$ cat config.mk
export PLATFORM = sky130hd
export DESIGN_NAME = adc_seq_ctrl
export DESIGN_NICKNAME = d
export VERILOG_FILES = /design/src/rtl/adc_seq_pkg.sv /design/src/rtl/spi_half_timer.sv /design/src/rtl/adc_frame_builder.sv /design/src/rtl/spi_frame_shifter.sv /design/src/rtl/adc_seq_ctrl.sv
export SDC_FILE = /design/constraint.sdc
export NUM_CORES = 1
export LEC_CHECK = 0
export ABC_AREA = 1
export CELL_PAD_IN_SITES_DETAIL_PLACEMENT = 1
export CELL_PAD_IN_SITES_GLOBAL_PLACEMENT = 2
export CORE_AREA = 3 3 115 117
export DETAILED_ROUTE_END_ITERATION = 8
export DIE_AREA = 0 0 118 120
export PLACE_DENSITY_LB_ADDON = 0.15
export SYNTH_ARGS = -nofsm -noshare
export SYNTH_HDL_FRONTEND = slang
export SYNTH_SLANG_ARGS = --single-unit
$ cat constraint.sdc
create_clock -name clk -period 2.2 [get_ports clk]
set_input_delay 0.44 -clock clk [delete_from_list [all_inputs] [get_ports clk]]
set_output_delay 0.44 -clock clk [all_outputs]
set_load 0.01 [all_outputs]
$ cat src/rtl/adc_seq_pkg.sv
// Package: shared constants and state types for the ADC sequencer.
// Assumes 8-bit register addresses and 8-bit register data on the converter.
package adc_seq_pkg;
    localparam int          FRAME_W      = 16;
    localparam int          NUM_CHAN     = 4;
    localparam int          CHAN_W       = $clog2(NUM_CHAN);
    localparam int          INIT_FRAMES  = 1 + NUM_CHAN;
    localparam int          INIT_IDX_W   = $clog2(INIT_FRAMES);

    localparam logic [7:0]  ADDR_CTRL    = 8'h06;
    localparam logic [7:0]  CTRL_SETTING = 8'b0000_0110;   // reference on, temp sensor on
    localparam logic [7:0]  ADDR_SPAN0   = 8'h10;          // first per-channel span register
    localparam logic [7:0]  SPAN_SETTING = 8'b0101_0000;   // 0..10 V
    localparam logic [7:0]  ADDR_MANUAL  = 8'h04;
    localparam logic [2:0]  SPAN_CODE    = 3'b101;         // 0..10 V inside the command byte

    typedef enum logic [1:0] {
        SQ_BOOT,
        SQ_READY,
        SQ_CMD,
        SQ_FETCH
    } seq_state_t;

    typedef enum logic [1:0] {
        FK_INIT,
        FK_CMD,
        FK_FETCH
    } frame_kind_t;

    typedef enum logic [2:0] {
        SH_IDLE,
        SH_LOW,
        SH_HIGH,
        SH_HOLD,
        SH_GAP
    } shift_state_t;
endpackage

$ cat src/rtl/spi_half_timer.sv
// Module: half-period timer for the serial clock.
// Fires tick once every HALF_CYC cycles while run is high; the count restarts
// from zero whenever run is low. Assumes HALF_CYC >= 1.
module spi_half_timer #(
    parameter int HALF_CYC = 1
) (
    input  logic clk,
    input  logic rst_n,
    input  logic run,
    output logic tick
);
    localparam int CNT_W = (HALF_CYC > 1) ? $clog2(HALF_CYC) : 1;
    localparam logic [CNT_W-1:0] LAST = CNT_W'(HALF_CYC - 1);

    logic [CNT_W-1:0] cnt;

    assign tick = run && (cnt == LAST);

    // Count system cycles inside the current half period.
    always_ff @(posedge clk) begin
        if (!rst_n || !run || tick) begin
            cnt <= '0;
        end else begin
            cnt <= cnt + 1'b1;
        end
    end
endmodule

$ cat src/rtl/adc_frame_builder.sv
// Module: builds the 16-bit outgoing word for each frame kind.
// Start-up frames come from the step index (control first, then one span
// register per channel). Read commands pack channel, span code and the
// temperature-select bit. Fetch frames are all zeros. Purely combinational.
module adc_frame_builder
    import adc_seq_pkg::*;
(
    input  frame_kind_t            kind,
    input  logic [INIT_IDX_W-1:0]  init_idx,
    input  logic [CHAN_W-1:0]      chan,
    input  logic                   temp,
    output logic [FRAME_W-1:0]     word
);
    logic [7:0] span_addr;
    logic [7:0] cmd_byte;

    // Span register address for start-up steps 1..NUM_CHAN.
    assign span_addr = ADDR_SPAN0 + 8'(init_idx) - 8'd1;

    // Manual-mode byte: temperature select overrides channel and span fields.
    always_comb begin
        if (temp) begin
            cmd_byte = 8'b0000_0001;
        end else begin
            cmd_byte = {1'b0, chan, 1'b0, SPAN_CODE, 1'b0};
        end
    end

    // Select the frame word for the current kind.
    always_comb begin
        unique case (kind)
            FK_INIT: begin
                if (init_idx == '0) begin
                    word = {ADDR_CTRL, CTRL_SETTING};
                end else begin
                    word = {span_addr, SPAN_SETTING};
                end
            end
            FK_CMD:   word = {ADDR_MANUAL, cmd_byte};
            default:  word = '0;
        endcase
    end
endmodule

$ cat src/rtl/spi_frame_shifter.sv
// Module: mode-0 SPI shifter for one fixed-length frame.
// On go (accepted only when idle) it drops chip select, then runs FRAME_W
// clock periods: MOSI changes while SCLK is low and MISO is captured as SCLK
// rises. Chip select rises one half period after the last falling edge and
// stays high one more half period before done pulses. Assumes go arrives
// only while the shifter is idle.
module spi_frame_shifter
    import adc_seq_pkg::*;
#(
    parameter int HALF_CYC = 1
) (
    input  logic               clk,
    input  logic               rst_n,
    input  logic               go,
    input  logic [FRAME_W-1:0] tx_word,
    input  logic               miso,
    output logic               sclk,
    output logic               mosi,
    output logic               cs_n,
    output logic [FRAME_W-1:0] rx_word,
    output logic               done
);
    localparam int BIT_W = $clog2(FRAME_W);
    localparam logic [BIT_W-1:0] LAST_BIT = BIT_W'(FRAME_W - 1);

    shift_state_t       st;
    logic               tick;
    logic [BIT_W-1:0]   bit_idx;
    logic [FRAME_W-1:0] tx_sh;

    spi_half_timer #(.HALF_CYC(HALF_CYC)) u_timer (
        .clk   (clk),
        .rst_n (rst_n),
        .run   (st != SH_IDLE),
        .tick  (tick)
    );

    // Frame state machine and shift registers.
    always_ff @(posedge clk) begin
        if (!rst_n) begin
            st      <= SH_IDLE;
            sclk    <= 1'b0;
            mosi    <= 1'b0;
            cs_n    <= 1'b1;
            bit_idx <= '0;
            tx_sh   <= '0;
            rx_word <= '0;
            done    <= 1'b0;
        end else begin
            done <= 1'b0;
            unique case (st)
                SH_IDLE: begin
                    if (go) begin
                        cs_n    <= 1'b0;
                        tx_sh   <= tx_word;
                        mosi    <= tx_word[FRAME_W-1];
                        bit_idx <= '0;
                        st      <= SH_LOW;
                    end
                end
                SH_LOW: begin
                    if (tick) begin
                        sclk    <= 1'b1;
                        rx_word <= {rx_word[FRAME_W-2:0], miso};
                        st      <= SH_HIGH;
                    end
                end
                SH_HIGH: begin
                    if (tick) begin
                        sclk <= 1'b0;
                        if (bit_idx == LAST_BIT) begin
                            st <= SH_HOLD;
                        end else begin
                            bit_idx <= bit_idx + 1'b1;
                            tx_sh   <= {tx_sh[FRAME_W-2:0], 1'b0};
                            mosi    <= tx_sh[FRAME_W-2];
                            st      <= SH_LOW;
                        end
                    end
                end
                SH_HOLD: begin
                    if (tick) begin
                        cs_n <= 1'b1;
                        st   <= SH_GAP;
                    end
                end
                default: begin
                    if (tick) begin
                        mosi <= 1'b0;
                        done <= 1'b1;
                        st   <= SH_IDLE;
                    end
                end
            endcase
        end
    end
endmodule

$ cat src/rtl/adc_seq_ctrl.sv
// Module: converter bring-up and readout sequencer (top).
// After reset it sends the control frame and one span frame per channel, then
// accepts reads. A read is a manual-mode command frame followed by a zero
// frame whose MISO bits form the result. busy covers start-up and each read.
// req_start is only honoured while busy is low. Assumes the converter answers
// a command in the frame that follows it.
module adc_seq_ctrl
    import adc_seq_pkg::*;
#(
    parameter int HALF_CYC = 1
) (
    input  logic               clk,
    input  logic               rst_n,
    input  logic               req_start,
    input  logic [1:0]         req_chan,
    input  logic               req_temp,
    output logic [15:0]        rsp_data,
    output logic               rsp_valid,
    output logic               busy,
    output logic               spi_sclk,
    output logic               spi_mosi,
    input  logic               spi_miso,
    output logic               spi_cs_n
);
    localparam logic [INIT_IDX_W-1:0] LAST_INIT = INIT_IDX_W'(INIT_FRAMES - 1);

    seq_state_t            st;
    frame_kind_t           kind;
    logic                  launched;
    logic                  go;
    logic                  done;
    logic [INIT_IDX_W-1:0] init_idx;
    logic [CHAN_W-1:0]     chan_q;
    logic                  temp_q;
    logic [FRAME_W-1:0]    tx_word;
    logic [FRAME_W-1:0]    rx_word;

    assign busy = (st != SQ_READY);
    assign go   = busy && !launched;

    // Map the sequencer state to the kind of frame to send.
    always_comb begin
        unique case (st)
            SQ_BOOT: kind = FK_INIT;
            SQ_CMD:  kind = FK_CMD;
            default: kind = FK_FETCH;
        endcase
    end

    adc_frame_builder u_build (
        .kind     (kind),
        .init_idx (init_idx),
        .chan     (chan_q),
        .temp     (temp_q),
        .word     (tx_word)
    );

    spi_frame_shifter #(.HALF_CYC(HALF_CYC)) u_shift (
        .clk     (clk),
        .rst_n   (rst_n),
        .go      (go),
        .tx_word (tx_word),
        .miso    (spi_miso),
        .sclk    (spi_sclk),
        .mosi    (spi_mosi),
        .cs_n    (spi_cs_n),
        .rx_word (rx_word),
        .done    (done)
    );

    // Step through start-up frames, then command/fetch pairs per request.
    always_ff @(posedge clk) begin
        if (!rst_n) begin
            st        <= SQ_BOOT;
            launched  <= 1'b0;
            init_idx  <= '0;
            chan_q    <= '0;
            temp_q    <= 1'b0;
            rsp_data  <= '0;
            rsp_valid <= 1'b0;
        end else begin
            rsp_valid <= 1'b0;
            if (go) begin
                launched <= 1'b1;
            end
            unique case (st)
                SQ_BOOT: begin
                    if (done) begin
                        launched <= 1'b0;
                        if (init_idx == LAST_INIT) begin
                            st <= SQ_READY;
                        end else begin
                            init_idx <= init_idx + 1'b1;
                        end
                    end
                end
                SQ_READY: begin
                    if (req_start) begin
                        chan_q <= req_chan;
                        temp_q <= req_temp;
                        st     <= SQ_CMD;
                    end
                end
                SQ_CMD: begin
                    if (done) begin
                        launched <= 1'b0;
                        st       <= SQ_FETCH;
                    end
                end
                default: begin
                    if (done) begin
                        launched  <= 1'b0;
                        rsp_data  <= rx_word;
                        rsp_valid <= 1'b1;
                        st        <= SQ_READY;
                    end
                end
            endcase
        end
    end
endmodule

* Word-level counts from Yosys, hierarchy flattened
Cells that the tools add are included.
** Storage, ports and cells
- Flip-flop bits (word level) :: 69
- Bits of input ports :: 7
- Output and inout bits :: 21
- Logic and storage cells :: 114
** Cells by class
- Add/sub/neg operators :: 5
- Equality and inequality tests :: 18
- Mux-type cells :: 39
- Bitwise logic cells :: 5
- Reductions and logical operators :: 31
** Operators with widths (number)
- 15-bit 2-to-1 mux :: 3
- 16-bit one-hot mux with 2 select lines :: 1
- 15-bit one-hot mux with 2 select lines :: 1
- 16-bit 2-to-1 mux :: 1
- 3-bit 2-to-1 mux :: 5
- 5-bit AND reduction :: 3
- 2-bit != test (second input constant) :: 7
- 2-bit 2-to-1 mux :: 6
- 4-bit 2-to-1 mux :: 3
- 3-bit one-hot mux with 4 select lines :: 1
- 1-bit 2-to-1 mux :: 11
- 2-bit nonzero test :: 5
- 3-bit AND reduction :: 3
- 4-bit one-hot mux with 2 select lines :: 1
- 8-bit by 1-bit subtractor with 8-bit output (second input constant) :: 1
- 7-bit 2-to-1 mux :: 1
- 5-bit by 3-bit adder with 6-bit output (first input constant) :: 1
- 3-bit by 2-bit equality test with 1-bit output (second input constant) :: 2
- 3-bit logical NOT :: 2
- 2-bit by 1-bit != test with 1-bit output (second input constant) :: 3
- 2-bit one-hot mux with 3 select lines :: 1
- 2-bit AND reduction :: 3
- 1-bit inverter :: 5
- 5-bit OR reduction :: 1
- other kinds (20) :: 27

* Longest topological paths before layout
Gate-level depths: netlist of the first run.
- Word-level depth :: 6
- Depth in mapped cells :: 10
- Gate-level depth less buffers :: 10

* Modules after synthesis
A second synthesis of the first run with hierarchy kept.
** Second synthesis, totals
- Cells, all modules :: 465
- Area, all modules :: 3224.3 um2
** Modules (own cells, without submodules)
- spi_frame_shifter :: instances 1, cells each 282, area an instance 1878.1 um2, seq. area each 840.8 um2
- adc_seq_ctrl :: instances 1, cells each 137, area an instance 1096.1 um2, seq. area each 520.5 um2
- adc_frame_builder :: instances 1, cells each 42, area an instance 216.5 um2, seq. area each 0.0 um2
- spi_half_timer :: instances 1, cells each 4, area an instance 33.8 um2, seq. area each 20.0 um2

* Worst setup path before layout of the first run
OpenSTA, ideal clock, no wires.
- Path kind :: register -> register
- From :: reg st[1]
- To :: reg u_shift.bit_idx[1]
- Library setup time :: 0.116 ns
- Data arrival time :: 1.356 ns
- Data required time :: 2.084 ns
- Path slack :: 0.729 ns
- Cell stages (with the launch flop) :: 10
- Buffers on the path :: 1
- Period minus slack after synthesis :: 1.471 ns
- Path through :: dfxtp_1 -> inv_1 -> ha_1 -> nor2_1 -> nand3_4 -> nand2_4 -> nand2_4 -> buf_6 -> o21ai_1 -> nor2_1
** Between the ends
- Longest elaborated chain between the ends :: 4
** Ends and longest elaborated chain
- start: declaration :: line adc_seq_ctrl.sv:27 : seq_state_t st;
- start signal: assignment :: line adc_seq_ctrl.sv:74 : st <= SQ_BOOT;
- start signal: assignment :: line adc_seq_ctrl.sv:91 : st <= SQ_READY;
- start signal: assignment :: line adc_seq_ctrl.sv:101 : st <= SQ_CMD;
- 2-bit by 1-bit != test with 1-bit output :: line adc_seq_ctrl.sv:38 : assign busy = (st != SQ_READY);
- 1-bit logical AND :: line adc_seq_ctrl.sv:39 : assign go = busy && !launched;
- 2-bit != test (no source line)
- 4-bit AND reduction (no source line)
- end signal: assignment :: line spi_frame_shifter.sv:74 : bit_idx <= bit_idx + 1'b1;
- end: declaration :: line spi_frame_shifter.sv:28 : logic [BIT_W-1:0] bit_idx;
No other way between the ends.
A chain may end at the register's enable or synchronous reset.

* Worst setup path in the final report of the first run
- From :: reg st[1]
- To :: out busy
** Between the ends
- Longest elaborated chain between the ends :: 1
** Ends and longest elaborated chain
- 2-bit by 1-bit != test with 1-bit output :: line adc_seq_ctrl.sv:38
- end: declaration :: line adc_seq_ctrl.sv:19 : output logic busy,
No other way between the ends.

==> run summary, run 1 <==
The maximum fanout count along the critical path came out at 5. After detailed routing, the number of vias per cell comes to 4.20. The netlist area before placement is 3040 um^2. The number of detailed-route iterations in the first pass came out at 4. Once detailed placement completed, the half-perimeter wirelength came to 5270 um. The worst register-to-register path has a setup slack of 440 ps.

The post-route antenna net violation count came out at 0. Based on the critical path, the design can be clocked at up to 0.563 GHz. The share of Yosys cell area claimed by the top area cell type is 45.4%. Routability-driven placement finished with a final weighted congestion of 0.694.

The initial DRC count came out at 87. The clock latency at the later pin of the worst-skew pair came out at 340 ps. The final standard cell count with taps included and fillers excluded came out at 605. The count of different cell masters after synthesis came out at 30. The post-layout utilization of the core is 30.2%.

Relative to the synthesized area, the layout overhead comes to 23.8%. The biggest cell delay along the critical path came out at 350 ps. The arrival time reported for the critical path endpoint is 1340 ps. The site row count is 41. The root buffer cell is clkbuf_16. The total of endpoints with negative setup slack in the final report came out at 0. The path type of the worst setup path is flop to primary output.

The instance count after placement with tap cells included is 589. The critical path endpoint category is a primary output. The H-tree depth came out at 3. The number of inserted diodes came out at 0. The initial antenna violation count was 0.

For this design, the slowest cell found on the critical path is dfxtp_1. Averaged over all synthesized cells, the footprint is 7.51 um^2. The most used flip-flop cell after synthesis is dfxtp_1. The cell repeated most along the worst path is inv_1. The total DRC errors in the routed layout came out at 0.

Summed over all layers, the routed wires come to 7670 um. The number of buffers added for setup after CTS came out at 0. The ratio of cells with drive above 1 in the final layout is 9.70%. The area of the die came out at 14,200 um^2. Between clock sinks in the finished design, the worst skew comes to 7.21 ps. Yosys instantiated no cell more often than nor2_1. By area the synthesized netlist is led by dfxtp_1, nor2_1, nand2_1. Global routing consumed, over all layers together, 11.8% of the routing resources.

The residual overflow from global routing is 0. Dividing the detail-routed wire length by the instance count gives 12.7 um. The transition time at the pin with the least slew margin came out at 558 ps. Dividing total power by cell area gives a power density of 882 nW/um^2.

In this run the tightest slew margin relative to its limit is 62.8%. Measured along the y axis, the die boundary spans 120 um. Summing the sequential cell areas from Yosys gives 45.4% of the chip area. The reported leakage power came out at 1.51 nW. The count of final hold-check violations came out at 0. The share of async-settable or async-resettable flops after synthesis came out at 0%. The number of enable-type register cells in the synthesized netlist came out at 0. The worst path uses 80.7% of the clock period.

The count of pins over their slew limit came out at 0. The clock transition at the register clock pins on the worst setup and hold paths after CTS came out at 60 ps. The path class of the tightest hold or removal check is flop to flop. The largest net degree at the start of global routing is 53. The post-synth net total came out at 422.

The number of violations of the max-capacitance limit came out at 0. The number of clock sinks came out at 69. The core region is 12,500 um^2. In the final timing run, aggregate negative setup slack is 0 ps. During I/O placement, the number of pins put on the boundary was 28. The number of buffers created by CTS came out at 9. After routing the design area is 3770 um^2.

Yosys printed 0 warnings. The time the worst path needs with I/O delays and setup came out at 1780 ps. The number of global-route vias before repair came to 2,588. The net total in the final layout came out at 445.

TritonCTS built the clock tree. STA classifies the critical path startpoint as a flop. For this configuration, the core starts out at a cell density of 24.4%.

Setup repair after global routing left no endpoint under its margin. IR analysis of the VDD net gives a maximum drop of 0.000257 V. The number of synthesized register bits came out at 69.

Synthesis handed over a netlist of 405 instances. At the worst endpoint, the required time is 1760 ps. The quantity of I/O buffers inserted on ports came out at 27. The wire length of the first global-routing pass is 13,100 um. The run finished with clean final reports. The clock tree buffer depth is 2.

The x dimension of the die is 118 um. After synthesis, the most frequently instantiated cells are nor2_1, dfxtp_1, nand2_1, o21ai_0, inv_1. The placed instances occupy a cell area of 3440 um^2. Across all layers, the routed design uses 2,543 vias.

Walking the worst path, the cells encountered are inv_1, ha_1, inv_1, dlymetal6s2s_1. The library cell occupying the most area in the post-synthesis netlist is dfxtp_1.
through the flow:
step / setup WS [ps] / power, mW / hold WS [ps]
after floorplan: 729 / 1.67 / 422
after global placement: 429 / 1.74 / 450
after detailed placement: 386 / 1.75 / 454
after CTS: 8.68 / 3.40 / 460
after global routing: 238 / 3.51 / 502
final: 424 / 3.32 / 452
report_power, final:
group / internal, mW / switching, mW
registers: 1.33 / 0.0519
clock network: 1.06 / 0.556
logic: 0.122 / 0.211
total: 2.50 / 0.819
timing repair:
| item | 4_1_cts | 5_1_grt |
|---|---|---|
| hold buffers | 0 | 0 |
| setup endpoints to repair | 0 | 1 |
| endpoints found under the hold margin | 0 | 0 |
| gates resized for setup | 0 | 1 |
metal layers:
layer	GRT usage (%)	vias up	wire length, um
li1	-	1333	-
met1	14.4	1172	3750
met2	19.2	26	3540
met3	2.50	12	166
met4	7.03	0	209
met5	0	-	0
placed cells by master (no fill, tap or decap), drive strengths merged:
cell	instances
dlymetal6s2s	1
inv	33
a21oi	19
ha	10
nand4	2
nor3b	1
clkinvlp	1
dfxtp	69
nor2	100
clkbuf	13
a31oi	1
o21ai	53
nand3	18
buf	2
conb	1
clkdlybuf4s50	26
xnor2	1
bufinv	2
or2	1
nand2	74
nor3	4
nand3b	1
cells by family after synthesis:
logic type / share of synthesized area [%]
AND/OR/NAND/NOR: 29.2
AO/OA/AOI/OAI: 12.8
flip-flops: 45.4
buffers and inverters: 8.10
adder cells (fa/ha/maj): 4.11
XOR/XNOR: 0.288
other: 0.123
cell type report:
class / count / area (um^2)
fill: 1538 / 8700
multi-input combinational: 286 / 1420
sequential: 69 / 1380
timing repair buffer: 29 / 300
clock buffer: 13 / 260
tap: 172 / 215
inverter: 33 / 129
clock inverter: 3 / 67.6
worst paths after layout:
path / start / end / cells past startpoint
setup / recovery: st[1] / busy / 4
hold reg to reg: u_shift.u_timer.cnt / u_shift.done / 1
setup reg to reg: st[1] / u_shift.tx_sh[3] / 8
hold / removal: u_shift.u_timer.cnt / u_shift.done / 1
critical path: cells and delay by family, from the launching register on:
family     cells  cell delay [ps]
fa+ha+maj      1              250
buf+inv        3              390
flops          1              350
flip-flops by register name, summed over array words and instances (netlist names), named ones only:
name / cells
rsp_data: 16
u_shift.rx_word: 16
u_shift.tx_sh: 15
u_shift.bit_idx: 4
init_idx: 3
u_shift.st: 3
chan_q: 2
st: 2
rsp_valid: 1
temp_q: 1
u_shift.cs_n: 1
u_shift.done: 1
u_shift.mosi: 1
u_shift.sclk: 1
u_shift.u_timer.cnt: 1
(Power assumes the default switching activity.)
==> run 2, diff against run 1 <==
clock period = 1.7 ns   (was 2.2 ns; I/O delays follow)
==> run 2 against run 1 <==
Clock power increased by 21%. Critical path type unchanged. Wire length decreased by 2.7%. Clock skew increased by 2.7 ps. Core utilization increased by 0.63 points. Sequential power increased by 29%. Total power increased by 26%. Critical endpoint unchanged. Sequential cell count unchanged. Worst hold slack improved by 15 ps. Register-to-register slack got worse by 260 ps.
==> run summary, run 2 (synthesis gave the netlist of run 1 again) <==
The flow ran to the end, and the final reports show no timing, DRC or antenna violations. The all-layer global routing usage was 11.3% (-0.46 points). The residual overflow from global routing is 0 (unchanged). The pre-CTS setup slack is 33.0 ps (-353 ps). The setup path with the least slack is of type flop to primary output. Leaving out fill and tap cells, the most frequent cells in the layout are nor2_1, dfxtp_1, nand2_1. The total DRC errors in the routed layout is 0 (unchanged).

The internal power of the cells is 3.16 mW (+26%). The count of final hold-check violations is 0 (unchanged). The reported leakage power is 1.56 nW (+3.5%).

The final worst clock skew came to 9.91 ps (+2.70 ps). The leading cell type in the layout, fill and taps excluded is nor2_1. The number of inserted diodes came to 0 (unchanged). The count of pins on the block boundary came out at 28 (unchanged).

The largest net degree at the start of global routing was 32 (-40%). The final standard cell count with taps included and fillers excluded is 615 (+1.7%). The number of vias per cell after detailed routing is 4.24 (+0.93%). The number of violations of the max-capacitance limit was 0 (unchanged). The routed length per placed instance came out at 12.1 um (-4.3%).

The number of detailed-route iterations in the first pass came out at 4 (unchanged). The sum of routed wire length over all layers came out at 7460 um (-2.7%). The tightest min-delay check is of the flop to flop type. The post-route antenna net violation count is 0 (unchanged). The instance count after placement with tap cells included is 601 (+2.0%). The worst-case setup margin in the final layout came out at 82.7 ps (-342 ps). The overall via count from detail_route was 2,609 (+2.6%).

The combinational fraction of design power came out at 11.0% (+1.0 points). The initial core utilization came out at 24.4% (unchanged). The placer congestion estimate came out at 0.689 (-0.84%). The post-layout utilization of the core came to 30.9% (+0.63 points). The net total in the final layout came out at 457 (+2.7%).

The power per cell area is 1090 nW/um^2 (+24%). The maximum fanout count along the critical path is 4 (-1). The clock tree buffer depth came out at 2 (unchanged). The ratio of cells with drive above 1 in the final layout is 13.3% (+3.6 points).

The H-tree depth is 3 (unchanged). The share of power burned in registers is 42.5% (+1.0 points). The initial DRC count came out at 87 (unchanged). The count of pins over their slew limit is 0 (unchanged). In this run the clock root is driven by a clkbuf_16.

The largest registers in the layout are rsp_data: 16 flops, u_shift.rx_word: 16 flops, u_shift.tx_sh: 15 flops. The net switching power figure is 1.03 mW (+26%). The arrival time reported for the critical path endpoint came out at 1280 ps (-60 ps). The wire length of the first global-routing pass is 12,600 um (-3.3%). The site row count came out at 41 (unchanged). The half-perimeter wire length of the detailed placement result is 5390 um (+2.2%). The floorplan core area is 12,500 um^2 (unchanged). The share of the clock period used by the worst path is 95.1%. The x dimension of the die is 118 um (unchanged). The switching part of the total came out at 24.6% (about the same). From synthesis to final layout, the design area changed by 26.4%. The area taken by multi-input logic gates is 1430 um^2 (+0.97%). The share of power burned in the clock network is 46.5% (-2.0 points). The filler cell count in the final layout was 1,534 (-0.26%). The number of global-route vias before repair came to 2,568 (-0.77%). The sequential cell area came out at 1380 um^2 (about the same).

The initial antenna violation count came out at 0 (unchanged). The worst hold slack after final layout is 467 ps (+14.6 ps). The number of buffers created by CTS came out at 9 (unchanged). The number of clock sinks is 69 (unchanged). The setup TNS after final layout is 0 ps (unchanged).

The die height is 120 um (unchanged). The quantity of I/O buffers inserted on ports is 27 (unchanged). The time the worst path needs with I/O delays and setup came out at 1620 ps.

The top achievable clock speed came out at 0.618 GHz. The clock tree from TritonCTS is yes. The worst IR drop on VDD was 0.000633 V (+150%). The clock transition at the register clock pins on the worst setup and hold paths after CTS is 50 ps (about the same). STA classifies the critical path startpoint as a flop. The total of endpoints with negative setup slack in the final report is 0 (unchanged).

The critical path endpoint category is a primary output. The worst path required time came out at 1360 ps (-400 ps). Setup repair after global routing left no endpoint under its margin. The area of the die is 14,200 um^2 (unchanged). The clock latency at the later pin of the worst-skew pair is 340 ps (about the same).
==> run 2: final cells by class <==
class	instances	share of cell area [%]
Inverter	33	3.35
Timing Repair Buffer	41	10.1
Tap cell	172	5.59
Clock buffer	9	5.85
Clock inverter	5	2.02
Sequential cell	69	35.9
Multi-Input combinational cell	286	37.1
==> run 2: critical path, cell delays in order (launching register included) <==
cell and delay (ps):
dfxtp_1 400, ha_1 250, inv_2 80, clkdlybuf4s15_2 220
==> run 2: power by group through the flow <==
stage | clock network (mW) | logic (mW) | registers, mW
finish | 1.95 | 0.463 | 1.78
global route | 2.11 | 0.537 | 1.80
CTS | 2.04 | 0.473 | 1.78
detailed placement | 0 | 0.471 | 1.82
global placement | 0 | 0.461 | 1.82
floorplan | 0 | 0.355 | 1.80
==> run 2: final timing paths <==
| check | startpoint | to | slack [ps] | cells past startpoint |
|---|---|---|---|---|
| min | u_shift.cs_n | u_shift.cs_n | 470 | 2 |
| max | st[0] | busy | 80 | 3 |
| min reg2reg | u_shift.cs_n | u_shift.cs_n | 470 | 2 |
| max reg2reg | st[1] | st[1] | 180 | 9 |
==> run 2: through the flow <==
stage / power, mW / area (um^2)
after floorplan: 2.16 / 3040
after global placement: 2.28 / 3530
after detailed placement: 2.29 / 3530
after CTS: 4.30 / 3830
after global routing: 4.44 / 3850
final: 4.19 / 3850
==> run 2: metal layers <==
layer  vias to the layer above  routed length [um]  track usage [%]
li1                       1353                   -                -
met1                      1223                3590             13.5
met2                        25                3550             18.7
met3                         8                 190             3.02
met4                         0                 130             5.93
met5                         -                   0                0
==> run 2: timing repair <==
action                     in CTS  in global routing
gates resized for setup         4                  5
hold buffers                    0                  0
setup buffers                   0                  0
setup endpoints to repair       1                 26
